File: src/rtl/crc24_pkg.sv
// Shared constants and types for the CRC24 attachment unit.
// Assumes one byte per beat and a 24-bit check value.
package crc24_pkg;
    localparam int          CRC_W       = 24;
    localparam int          BYTE_W      = 8;
    localparam int          CRC_BYTES   = CRC_W / BYTE_W;
    localparam logic [23:0] POLY_24A    = 24'h864CFB;
    localparam logic [23:0] POLY_24B    = 24'h800063;

    // Framing error codes reported on the end beat of a packet
    typedef enum logic [1:0] {
        ERR_NONE      = 2'b00,
        ERR_NO_SOP    = 2'b01,
        ERR_NO_EOP    = 2'b10,
        ERR_EARLY_EOP = 2'b11
    } frame_err_t;

    // Packet phase of the control unit
    typedef enum logic [1:0] {
        PH_IDLE = 2'b00,
        PH_BODY = 2'b01,
        PH_TAIL = 2'b10
    } phase_t;
endpackage

File: src/rtl/crc24_engine.sv
// Byte-parallel CRC24 register: folds one byte per step, MSB first.
// Assumes the caller raises restart together with step on the first
// byte of a packet, which seeds the fold with zero.
module crc24_engine
    import crc24_pkg::*;
#(
    parameter logic [23:0] POLY_LO = POLY_24A,
    parameter logic [23:0] POLY_HI = POLY_24B,
    parameter int          DW      = BYTE_W
) (
    input  logic              clk,
    input  logic              rst_n,
    input  logic              step,
    input  logic              restart,
    input  logic              poly_sel,
    input  logic [DW-1:0]     data,
    output logic [CRC_W-1:0]  crc
);
    logic [CRC_W-1:0] crc_q;
    logic [CRC_W-1:0] poly;
    logic [CRC_W-1:0] chain [0:DW];

    // Pick the generator and the seed for this step
    always_comb begin
        poly     = poly_sel ? POLY_HI : POLY_LO;
        chain[0] = restart ? '0 : crc_q;
    end

    // One shift-and-reduce stage per input bit, most significant first
    for (genvar b = 0; b < DW; b++) begin : g_bit
        logic fb;
        assign fb           = chain[b][CRC_W-1] ^ data[DW-1-b];
        assign chain[b + 1] = {chain[b][CRC_W-2:0], 1'b0} ^ (fb ? poly : '0);
    end

    // Hold the running remainder between accepted bytes
    always_ff @(posedge clk) begin
        if (!rst_n)
            crc_q <= '0;
        else if (step)
            crc_q <= chain[DW];
    end

    assign crc = crc_q;
endmodule

File: src/rtl/crc24_frame_ctrl.sv
// Packet framing control: counts payload bytes against the expected
// length, latches per-packet settings on the first beat, classifies
// framing faults and sequences the three CRC byte slots.
// Assumes blk_len is at least 4 in CRC mode and at least 1 in bypass.
module crc24_frame_ctrl
    import crc24_pkg::*;
#(
    parameter int LEN_W = 16
) (
    input  logic             clk,
    input  logic             rst_n,
    input  logic             in_valid,
    input  logic             in_sop,
    input  logic             in_eop,
    input  logic             crc_en,
    input  logic             poly_sel,
    input  logic [LEN_W-1:0] blk_len,
    input  logic             out_slot,
    output logic             in_ready,
    output logic             accept,
    output logic             first_beat,
    output logic             poly_eff,
    output logic             pay_eop,
    output frame_err_t       pay_err,
    output logic             tail_emit,
    output logic             tail_last,
    output logic [1:0]       tail_idx,
    output frame_err_t       tail_err
);
    localparam logic [LEN_W-1:0] TAIL_LEN  = LEN_W'(CRC_BYTES);
    localparam logic [1:0]       TAIL_LAST = 2'(CRC_BYTES - 1);

    phase_t           ph_q;
    logic             mode_q, poly_q, miss_q;
    logic [LEN_W-1:0] need_q, cnt_q;
    logic [1:0]       idx_q;
    frame_err_t       err_q;

    logic             mode_eff, miss_eff, reached, last_beat;
    logic [LEN_W-1:0] need_raw, need_eff, cnt_nx;
    frame_err_t       err_now;

    // Decode the beat at the input against the packet in progress
    always_comb begin
        first_beat = (ph_q == PH_IDLE);
        in_ready   = (ph_q != PH_TAIL) && out_slot;
        accept     = in_valid && in_ready;
        mode_eff   = first_beat ? crc_en   : mode_q;
        poly_eff   = first_beat ? poly_sel : poly_q;
        miss_eff   = first_beat ? !in_sop  : miss_q;
        need_raw   = crc_en ? (blk_len - TAIL_LEN) : blk_len;
        need_eff   = first_beat ? need_raw : need_q;
        cnt_nx     = first_beat ? LEN_W'(1) : cnt_q + LEN_W'(1);
        reached    = (cnt_nx >= need_eff);
        last_beat  = reached || in_eop;
        if (in_eop && !reached)
            err_now = ERR_EARLY_EOP;
        else if (reached && !in_eop)
            err_now = ERR_NO_EOP;
        else if (miss_eff)
            err_now = ERR_NO_SOP;
        else
            err_now = ERR_NONE;
        pay_eop   = accept && last_beat && !mode_eff;
        pay_err   = pay_eop ? err_now : ERR_NONE;
        tail_emit = (ph_q == PH_TAIL) && out_slot;
        tail_last = tail_emit && (idx_q == TAIL_LAST);
        tail_idx  = idx_q;
        tail_err  = tail_last ? err_q : ERR_NONE;
    end

    // Advance the packet phase and hold the per-packet settings
    always_ff @(posedge clk) begin
        if (!rst_n) begin
            ph_q   <= PH_IDLE;
            mode_q <= 1'b0;
            poly_q <= 1'b0;
            miss_q <= 1'b0;
            need_q <= '0;
            cnt_q  <= '0;
            idx_q  <= '0;
            err_q  <= ERR_NONE;
        end else if (accept) begin
            cnt_q <= cnt_nx;
            if (first_beat) begin
                mode_q <= crc_en;
                poly_q <= poly_sel;
                need_q <= need_raw;
                miss_q <= !in_sop;
            end
            if (last_beat) begin
                err_q <= err_now;
                idx_q <= '0;
                ph_q  <= mode_eff ? PH_TAIL : PH_IDLE;
            end else begin
                ph_q <= PH_BODY;
            end
        end else if (tail_emit) begin
            idx_q <= idx_q + 2'd1;
            if (idx_q == TAIL_LAST)
                ph_q <= PH_IDLE;
        end
    end

    AST_BODY_BELOW_LENGTH: assert property (@(posedge clk) disable iff (!rst_n)
        (ph_q == PH_BODY) |-> (cnt_q < need_q));
    AST_TAIL_CLOSES_INPUT: assert property (@(posedge clk) disable iff (!rst_n)
        (accept && last_beat && mode_eff) |=> !in_ready);
    AST_TAIL_SLOT_ORDER: assert property (@(posedge clk) disable iff (!rst_n)
        (tail_emit && idx_q != TAIL_LAST) |=> (ph_q == PH_TAIL));
endmodule

File: src/rtl/crc24_out_stage.sv
// Single output register for the byte stream with valid/ready hold.
// Assumes load is only raised when slot is high.
module crc24_out_stage
    import crc24_pkg::*;
#(
    parameter int DW = BYTE_W
) (
    input  logic          clk,
    input  logic          rst_n,
    input  logic          load,
    input  logic [DW-1:0] d,
    input  logic          sop,
    input  logic          eop,
    input  frame_err_t    err,
    input  logic          out_ready,
    output logic          slot,
    output logic          out_valid,
    output logic [DW-1:0] out_data,
    output logic          out_sop,
    output logic          out_eop,
    output logic [1:0]    out_err
);
    logic          v_q, s_q, e_q;
    logic [DW-1:0] d_q;
    frame_err_t    r_q;

    // Register is free when empty or being drained this cycle
    assign slot = !v_q || out_ready;

    // Capture a new beat or drop the one just taken
    always_ff @(posedge clk) begin
        if (!rst_n) begin
            v_q <= 1'b0;
            d_q <= '0;
            s_q <= 1'b0;
            e_q <= 1'b0;
            r_q <= ERR_NONE;
        end else if (load) begin
            v_q <= 1'b1;
            d_q <= d;
            s_q <= sop;
            e_q <= eop;
            r_q <= err;
        end else if (out_ready) begin
            v_q <= 1'b0;
        end
    end

    assign out_valid = v_q;
    assign out_data  = d_q;
    assign out_sop   = s_q;
    assign out_eop   = e_q;
    assign out_err   = r_q;

    AST_STALL_HOLDS: assert property (@(posedge clk) disable iff (!rst_n)
        (out_valid && !out_ready) |=> (out_valid && $stable(out_data)
            && $stable(out_sop) && $stable(out_eop) && $stable(out_err)));
    AST_ERR_ONLY_AT_END: assert property (@(posedge clk) disable iff (!rst_n)
        (out_valid && !out_eop) |-> (out_err == 2'b00));
endmodule

File: src/rtl/crc24_attach.sv
// Top of the CRC24 attachment unit: payload bytes pass through the
// output register while the engine folds them; in CRC mode three
// remainder bytes follow, high byte first. Assumes synchronous
// active-low reset and one byte per beat.
module crc24_attach
    import crc24_pkg::*;
#(
    parameter int LEN_W = 16
) (
    input  logic             clk,
    input  logic             rst_n,
    input  logic             in_valid,
    input  logic [7:0]       in_data,
    input  logic             in_sop,
    input  logic             in_eop,
    output logic             in_ready,
    input  logic             crc_en,
    input  logic             poly_sel,
    input  logic [LEN_W-1:0] blk_len,
    output logic             out_valid,
    output logic [7:0]       out_data,
    output logic             out_sop,
    output logic             out_eop,
    output logic [1:0]       out_err,
    input  logic             out_ready
);
    logic             slot, accept, first_beat, poly_eff;
    logic             pay_eop, tail_emit, tail_last;
    logic [1:0]       tail_idx;
    frame_err_t       pay_err, tail_err, ld_err;
    logic [CRC_W-1:0] crc;
    logic [BYTE_W-1:0] crc_byte, ld_data;
    logic             ld, ld_sop, ld_eop;

    crc24_frame_ctrl #(.LEN_W(LEN_W)) u_ctrl (
        .clk        (clk),
        .rst_n      (rst_n),
        .in_valid   (in_valid),
        .in_sop     (in_sop),
        .in_eop     (in_eop),
        .crc_en     (crc_en),
        .poly_sel   (poly_sel),
        .blk_len    (blk_len),
        .out_slot   (slot),
        .in_ready   (in_ready),
        .accept     (accept),
        .first_beat (first_beat),
        .poly_eff   (poly_eff),
        .pay_eop    (pay_eop),
        .pay_err    (pay_err),
        .tail_emit  (tail_emit),
        .tail_last  (tail_last),
        .tail_idx   (tail_idx),
        .tail_err   (tail_err)
    );

    crc24_engine #(.DW(BYTE_W)) u_engine (
        .clk      (clk),
        .rst_n    (rst_n),
        .step     (accept),
        .restart  (first_beat),
        .poly_sel (poly_eff),
        .data     (in_data),
        .crc      (crc)
    );

    // Select the remainder byte for the current tail slot, high first
    always_comb begin
        case (tail_idx)
            2'd0:    crc_byte = crc[23:16];
            2'd1:    crc_byte = crc[15:8];
            default: crc_byte = crc[7:0];
        endcase
    end

    // Merge payload and tail beats into one load request
    always_comb begin
        ld      = accept || tail_emit;
        ld_data = tail_emit ? crc_byte : in_data;
        ld_sop  = accept && first_beat;
        ld_eop  = tail_emit ? tail_last : pay_eop;
        ld_err  = tail_emit ? tail_err : pay_err;
    end

    crc24_out_stage #(.DW(BYTE_W)) u_out (
        .clk       (clk),
        .rst_n     (rst_n),
        .load      (ld),
        .d         (ld_data),
        .sop       (ld_sop),
        .eop       (ld_eop),
        .err       (ld_err),
        .out_ready (out_ready),
        .slot      (slot),
        .out_valid (out_valid),
        .out_data  (out_data),
        .out_sop   (out_sop),
        .out_eop   (out_eop),
        .out_err   (out_err)
    );

    AST_ONE_SOURCE_PER_BEAT: assert property (@(posedge clk) disable iff (!rst_n)
        !(accept && tail_emit));
    AST_SOP_NOT_ON_TAIL: assert property (@(posedge clk) disable iff (!rst_n)
        tail_emit |=> !out_sop);
endmodule

File: config.mk
export PLATFORM = sky130hd
export DESIGN_NAME = crc24_attach
export DESIGN_NICKNAME = d
export VERILOG_FILES = /design/src/rtl/crc24_pkg.sv /design/src/rtl/crc24_engine.sv /design/src/rtl/crc24_frame_ctrl.sv /design/src/rtl/crc24_out_stage.sv /design/src/rtl/crc24_attach.sv
export SDC_FILE = /design/constraint.sdc
export NUM_CORES = 1
export LEC_CHECK = 0
export ABC_AREA = 1
export CAP_MARGIN = 20
export CORE_MARGIN = 1.5
export CORE_UTILIZATION = 50
export DETAILED_ROUTE_END_ITERATION = 7
export GPL_TIMING_DRIVEN = 0
export PLACE_DENSITY = 0.77
export SYNTH_ARGS = -nofsm -noshare
export SYNTH_HDL_FRONTEND = slang
export SYNTH_SLANG_ARGS = --single-unit
File: constraint.sdc
create_clock -name clk -period 5 [get_ports clk]
set_input_delay 1 -clock clk [delete_from_list [all_inputs] [get_ports clk]]
set_output_delay 1 -clock clk [all_outputs]
set_load 0.01 [all_outputs]
; ---- Word level (Yosys, flattened, before mapping)
; Cells that the tools add are included.
[word_totals]
reg_bits = 78
in_bits = 32
[op_classes]
order_cmp = 1
n_eq_ne = 5
reduce_logical = 25
bitwise_logic = 16
muxes = 35
add_sub_neg = 3
[op_table]
columns = operator, n
row1 = 2-to-1 mux 24 bit, 9
row2 = bitwise XOR 24 bit, 8
row3 = 2-to-1 mux 16 bit, 3
row4 = 2-to-1 mux 2 bit, 13
row5 = 2-to-1 mux 19 bit, 1
row6 = adder 16 x 1 -> 16 bit (second input constant), 1
row7 = >= comparator 16 bit, 1
row8 = case mux 8 bit (2 select lines), 1
row9 = subtractor 16 x 2 -> 16 bit (second input constant), 1
row10 = logical AND 1 bit, 9
row11 = 2-to-1 mux 8 bit, 1
row12 = bitwise XOR 1 bit, 8
row13 = 2-to-1 mux 1 bit, 7
row14 = AND reduction 2 bit, 3
row15 = nonzero test 2 bit, 3
row16 = zero test 1 bit, 5
row17 = == test 2 bit (second input constant), 2
row18 = zero test 2 bit, 2
row19 = logical OR 1 bit, 3
row20 = adder 2 x 1 -> 2 bit (second input constant), 1
row21 = == test 2 x 1 -> 1 bit (second input constant), 1
row22 = != test 2 x 1 -> 1 bit (second input constant), 1
row23 = != test 2 bit (second input constant), 1

; ---- Longest topological paths before layout
[depth]
word_depth = 26
ltp_mapped = 28
mapped_depth_nobuf = 27

; ---- Hierarchy
; From an unflattened synthesis, not the netlist that was laid out.
[hier_totals]
cells_unflattened = 927
area_unflattened_um2 = 6095.8
[modules_own_cells]
columns = mod, n_inst, area_each_um2, cells_per_inst, seq_area_each_um2
row1 = crc24_frame_ctrl, 1, 3146.8, 499, 820.8
row2 = crc24_engine, 1, 2057.0, 296, 480.5
row3 = crc24_out_stage, 1, 486.7, 57, 260.2
row4 = crc24_attach, 1, 405.4, 75, 0.0

; ---- Worst setup path after synthesis
; Ideal clock, no wire load.
[synth_timing]
kind = input-to-reg
from = in blk_len[0]
to = reg u_out.r_q[0] (netlist: u_out.out_err[0])
path_buffers = 0
arrival_ns = 3.959
required_ns = 4.929
setup_slack_ns = 0.970
path_stages = 27
cell_sequence = ha_1 > or2_1 > nor2_1 > inv_1 > nor3_1 > inv_1 > nor2_1 > nand2_1 > inv_1 > nand2_1 > nor2_1 > nand3_1 > xor2_1 > nand2_1 > o21ai_0 > ha_1 > nand2_1 > inv_1 > nand3_1 > o2111ai_1 > inv_1 > ha_1 > nor2_1 > inv_1 > nor2_1 > a32oi_1 > a21oi_1
[synth_via]
elab_chain_cells = 9
word_cells_on_any_way = 14
cone_classes = 1 x add/sub / 1 x order compare / 6 x mux / 6 x reduce/logical
[synth_rtl]
columns = element, line_no
row1 = start: declaration, crc24_attach.sv:19  ; input logic [LEN_W-1:0] blk_len,
row2 = subtractor 16 x 2 -> 16 bit, crc24_frame_ctrl.sv:51  ; need_raw = crc_en ? (blk_len - TAIL_LEN) : blk_len;
row3 = 2-to-1 mux 16 bit *, crc24_frame_ctrl.sv:51
row4 = 2-to-1 mux 16 bit *, crc24_frame_ctrl.sv:52  ; need_eff = first_beat ? need_raw : need_q;
row5 = >= comparator 16 bit *, crc24_frame_ctrl.sv:54  ; reached = (cnt_nx >= need_eff);
row6 = logical AND 1 bit (tied with other cells), crc24_frame_ctrl.sv:58  ; else if (reached && !in_eop)
row7 = 2-to-1 mux 2 bit (tied with other cells), crc24_frame_ctrl.sv:58
row8 = 2-to-1 mux 2 bit or logical AND 1 bit (tied branches), "crc24_frame_ctrl.sv:56, crc24_frame_ctrl.sv:64"
row9 = 2-to-1 mux 2 bit *, crc24_frame_ctrl.sv:65  ; pay_err = pay_eop ? err_now : ERR_NONE;
row10 = 2-to-1 mux 2 bit *, crc24_attach.sv:82  ; ld_err = tail_emit ? tail_err : pay_err;
row11 = end signal: assignment, crc24_out_stage.sv:43  ; r_q <= err;
row12 = end: declaration, crc24_out_stage.sv:25  ; frame_err_t r_q;
; Every way passes the cells marked *; elsewhere a longest branch is shown, timed or not.
; A chain may end at the register's enable or synchronous reset.

; ---- Worst setup path after layout
; Ends and elaborated chain as after synthesis.

==> reports/metrics.csv <==
stage;metric;value;unit
final_layout;Final Util;60.5;%
clocking;CTS max path bufs;2;
setup_path;Crit Path Category;in2reg;
logic_synthesis;post-synthesis cell area;5460;um^2
clocking;# clock sinks;78;
clocking;Worst-Skew Late Latency;380;ps
route;drt drc;0;
place;Placer Congestion;0.983;
final_layout;Area Growth Syn to Fin;15.9;%
final_layout;fill cell count;1023;
final_layout;fin nets;923;
pwr;Leakage Power;2.86;nW
pwr;Max VDD drop;241;uV
logic_synthesis;Seq/Total Area, Yosys;28.6;%
logic_synthesis;post-synthesis cell count;811;
setup_path;Setup crit end kind;flip-flop;
grt;vias in the first global route;4906;
route;DR vias;5361;
place;Placed Instance Area;6080;um^2
worst_hold_path;Hold Path Class;reg2reg;
logic_synthesis;Yosys Warn Count;0;
die;DIE AREA;11500;um^2
flow_run;max cap viols;0;
timing;RSZ-0062 raised after global routing;false;
final_layout;diode count;0;
timing;final setup skew;9.37;ps
die;die height;107;um
timing;maximum clock frequency;220;MHz
logic_synthesis;Seq cells post-synth;78;
grt;global-route wire length before repair;23.5;mm
run_status;status;finished, final reports clean;
setup_path;critical path arrival;4860;ps
timing;Final Cycle Share;91.0;%
setup_path;CP Data Required Time;5310;ps
final_layout;layout cells sized above 1;8.49;%
clocking;hold buffers post-CTS;0;
setup_path;CP Launch Type;primary input;
setup_path;worst-path fanout max;3;
route;Avg Vias per Cell;5.32;
clocking;CTS tree;built;
clocking;post-cts sizing count;0;
grt;maximum number of pins on one net before global-route repair;15;
clocking;number of buffers created by CTS;9;
route;Post-DRT Antenna Nets;0;
route;Initial DRT Pass Iterations;5;
place;cell count after placement;992;
die;Initial Utilization;52.1;%
grt;gr usage total;26.1;%
die;io pins;46;
pwr;power density cells;298;nW/um^2
timing;max-slew violation count;0;
die;core area;10500;um^2
timing;post-layout min period;4550;ps
logic_synthesis;synthesized net count;867;
place;HPWL after DPL;11.0;mm
grt;initial antenna violation count;0;
route;drt initial violations;356;
pwr;total power;0.00189;W
route;routed len/inst;14.4;um
die;row count;37;
timing;measured slew at the worst slew-check pin;714;ps
timing;Rel. slew slack;52.4;%
grt;gr ovfl total;0;
clocking;CTS H-Tree Depth;3;
timing;final setup vio count;0;
final_layout;final instance area;6320;um^2
logic_synthesis;Synth cell types;46;
die;die width;107;um
timing;Final Hold Vio Count;0;
final_layout;final non-filler cell total;1008;
route;Routed Wire Length;14.5;mm
place;IO buf count;45;
clocking;Root Driver;clkbuf_8;
clocking;Post CTS Setup Buffer Count;0;
logic_synthesis;syn avg cell area;6.73;um^2
clocking;Clock transition at path regs;90;ps
-- power by group --
group          internal, W  total [W]  switching (W)
Clock             0.000297   0.000559       0.000262
Combinational     0.000225   0.000609       0.000384
Sequential        0.000682   0.000718      0.0000358
-- logic make-up (layout without fill, tap and decap cells) --
kind of cell,Yosys count,count (layout),synth area share (%)
and+or+nand+nor,300,300,24.9
AOI/OAI and AO/OA,182,182,18.7
buffers and inverters,168,229,12.2
DFF,78,78,28.6
xor gates and xnor gates,59,59,10.0
adders and majority gates,24,24,5.50
-- per-stage QoR --
stage          setup WS, ps  hold slack [ps]  setup TNS, ps
2_1_floorplan           970              425              0
3_3_place_gp          -56.2              443          -93.0
3_5_place_dp           -101              447           -252
4_1_cts                 284              459              0
5_1_grt                22.0              492              0
6_report                448              460              0
-- worst max-delay path: stages --
cell and delay [ps]:
clkdlybuf4s50_1 470, ha_1 220, or2_1 240, nor2_1 90, inv_1 80, nor3_2 130
inv_1 80, nor2_2 120, nand2_1 100, inv_1 80, nand2_1 80, nor2_1 90
nand3_1 90, xor2_1 160, nand2_1 60, o21ai_0 130, ha_1 300, nand2_1 40
inv_1 60, nand3_1 80, o2111ai_2 230, inv_1 90, ha_1 230, nor2_2 150
inv_1 100, nor2_2 130, a32oi_1 80, a21oi_1 140
-- layer usage --
layer / vias to the layer above / wire length [um] / global-route usage [%]
li1: 2716 / - / -
met1: 2442 / 6660 / 34.6
met2: 171 / 6470 / 41.8
met3: 32 / 943 / 4.96
met4: 0 / 471 / 10.2
met5: - / 0 / 0
-- cell type report --
class,instances,area (um^2),area share (%)
timing repair buffer,45,450,7.12
sequential,78,1560,24.7
buffer,34,161,2.55
clock inverter,6,92.6,1.46
inverter,134,505,7.99
multi-input combinational,565,3250,51.3
clock buffer,10,138,2.18
tap,136,170,2.69
-- synthesized netlist by cell type (all sizes together) --
| cell type | count | share of area [%] |
|---|---|---|
| xor2 | 46 | 7.8 |
| xnor2 | 13 | 2.2 |
| o21a | 1 | 0.14 |
| dfxtp | 78 | 29 |
| nor2 | 70 | 4.8 |
| nand3b | 1 | 0.14 |
| clkbuf | 20 | 1.4 |
| ha | 24 | 5.5 |
| buf | 14 | 1.6 |
| nand4 | 6 | 0.69 |
| a221oi | 3 | 0.48 |
| o21bai | 1 | 0.14 |
| o221ai | 3 | 0.48 |
| nor3 | 8 | 0.83 |
| a31oi | 3 | 0.34 |
| a21oi | 70 | 6.4 |
| nand2 | 163 | 13 |
| o211ai | 14 | 1.9 |
| a32oi | 1 | 0.16 |
| inv | 134 | 9.3 |
| or2 | 6 | 0.69 |
| o22ai | 3 | 0.34 |
| nor4 | 1 | 0.23 |
| a211oi | 5 | 0.78 |
| nand3 | 45 | 4.7 |
| o21ai | 77 | 7.3 |
| o2111ai | 1 | 0.16 |
-- registers in the layout (all words and copies together) (netlist names) --
name / flops
u_ctrl.miss_q: 1
u_ctrl.err_q: 2
u_out.out_data: 8
u_ctrl.mode_q: 1
u_engine.crc: 24
u_ctrl.need_q: 16
u_out.out_err: 2
u_out.out_sop: 1
u_ctrl.poly_q: 1
u_out.out_eop: 1
u_ctrl.tail_idx: 2
u_out.out_valid: 1
u_ctrl.cnt_q: 16
u_ctrl.ph_q: 2
-- layout by cell type (no fill, tap or decap), types with 2 or more instances in the layout --
cell and instances:
a21oi_1 70, nor2_1 67, bufinv_16 2, nor3_1 6, o21ai_0 68, buf_2 5, nand3_1 39, o221ai_1 3
o211ai_1 14, nand4_1 6, a31oi_1 3, clkdlybuf4s50_1 45, xor2_2 3, or2_1 4, xnor2_1 12, a211oi_1 4
nand3_2 6, buf_1 6, clkbuf_1 20, nand2_4 5, clkbuf_8 10, nand2_2 14, o22ai_1 3, nand2_1 143
inv_2 8, nor3_2 2, inv_1 125, dfxtp_1 78, nor2_2 3, clkinvlp_4 2, o21ai_1 7, ha_1 24
xor2_1 43, a221oi_1 3
-- path summary, 6_finish.rpt --
kind / start / endpoint / slack, ps / cells past startpoint
hold reg to reg: u_ctrl.need_q[0] / u_ctrl.need_q[0] / 460 / 2
setup / recovery: blk_len[0] / u_out.out_err[0] / 450 / 28
hold / removal: u_ctrl.need_q[0] / u_ctrl.need_q[0] / 460 / 2
setup reg to reg: u_ctrl.ph_q[0] / u_out.out_err[0] / 500 / 28
Power figures use the tool's default switching activity.
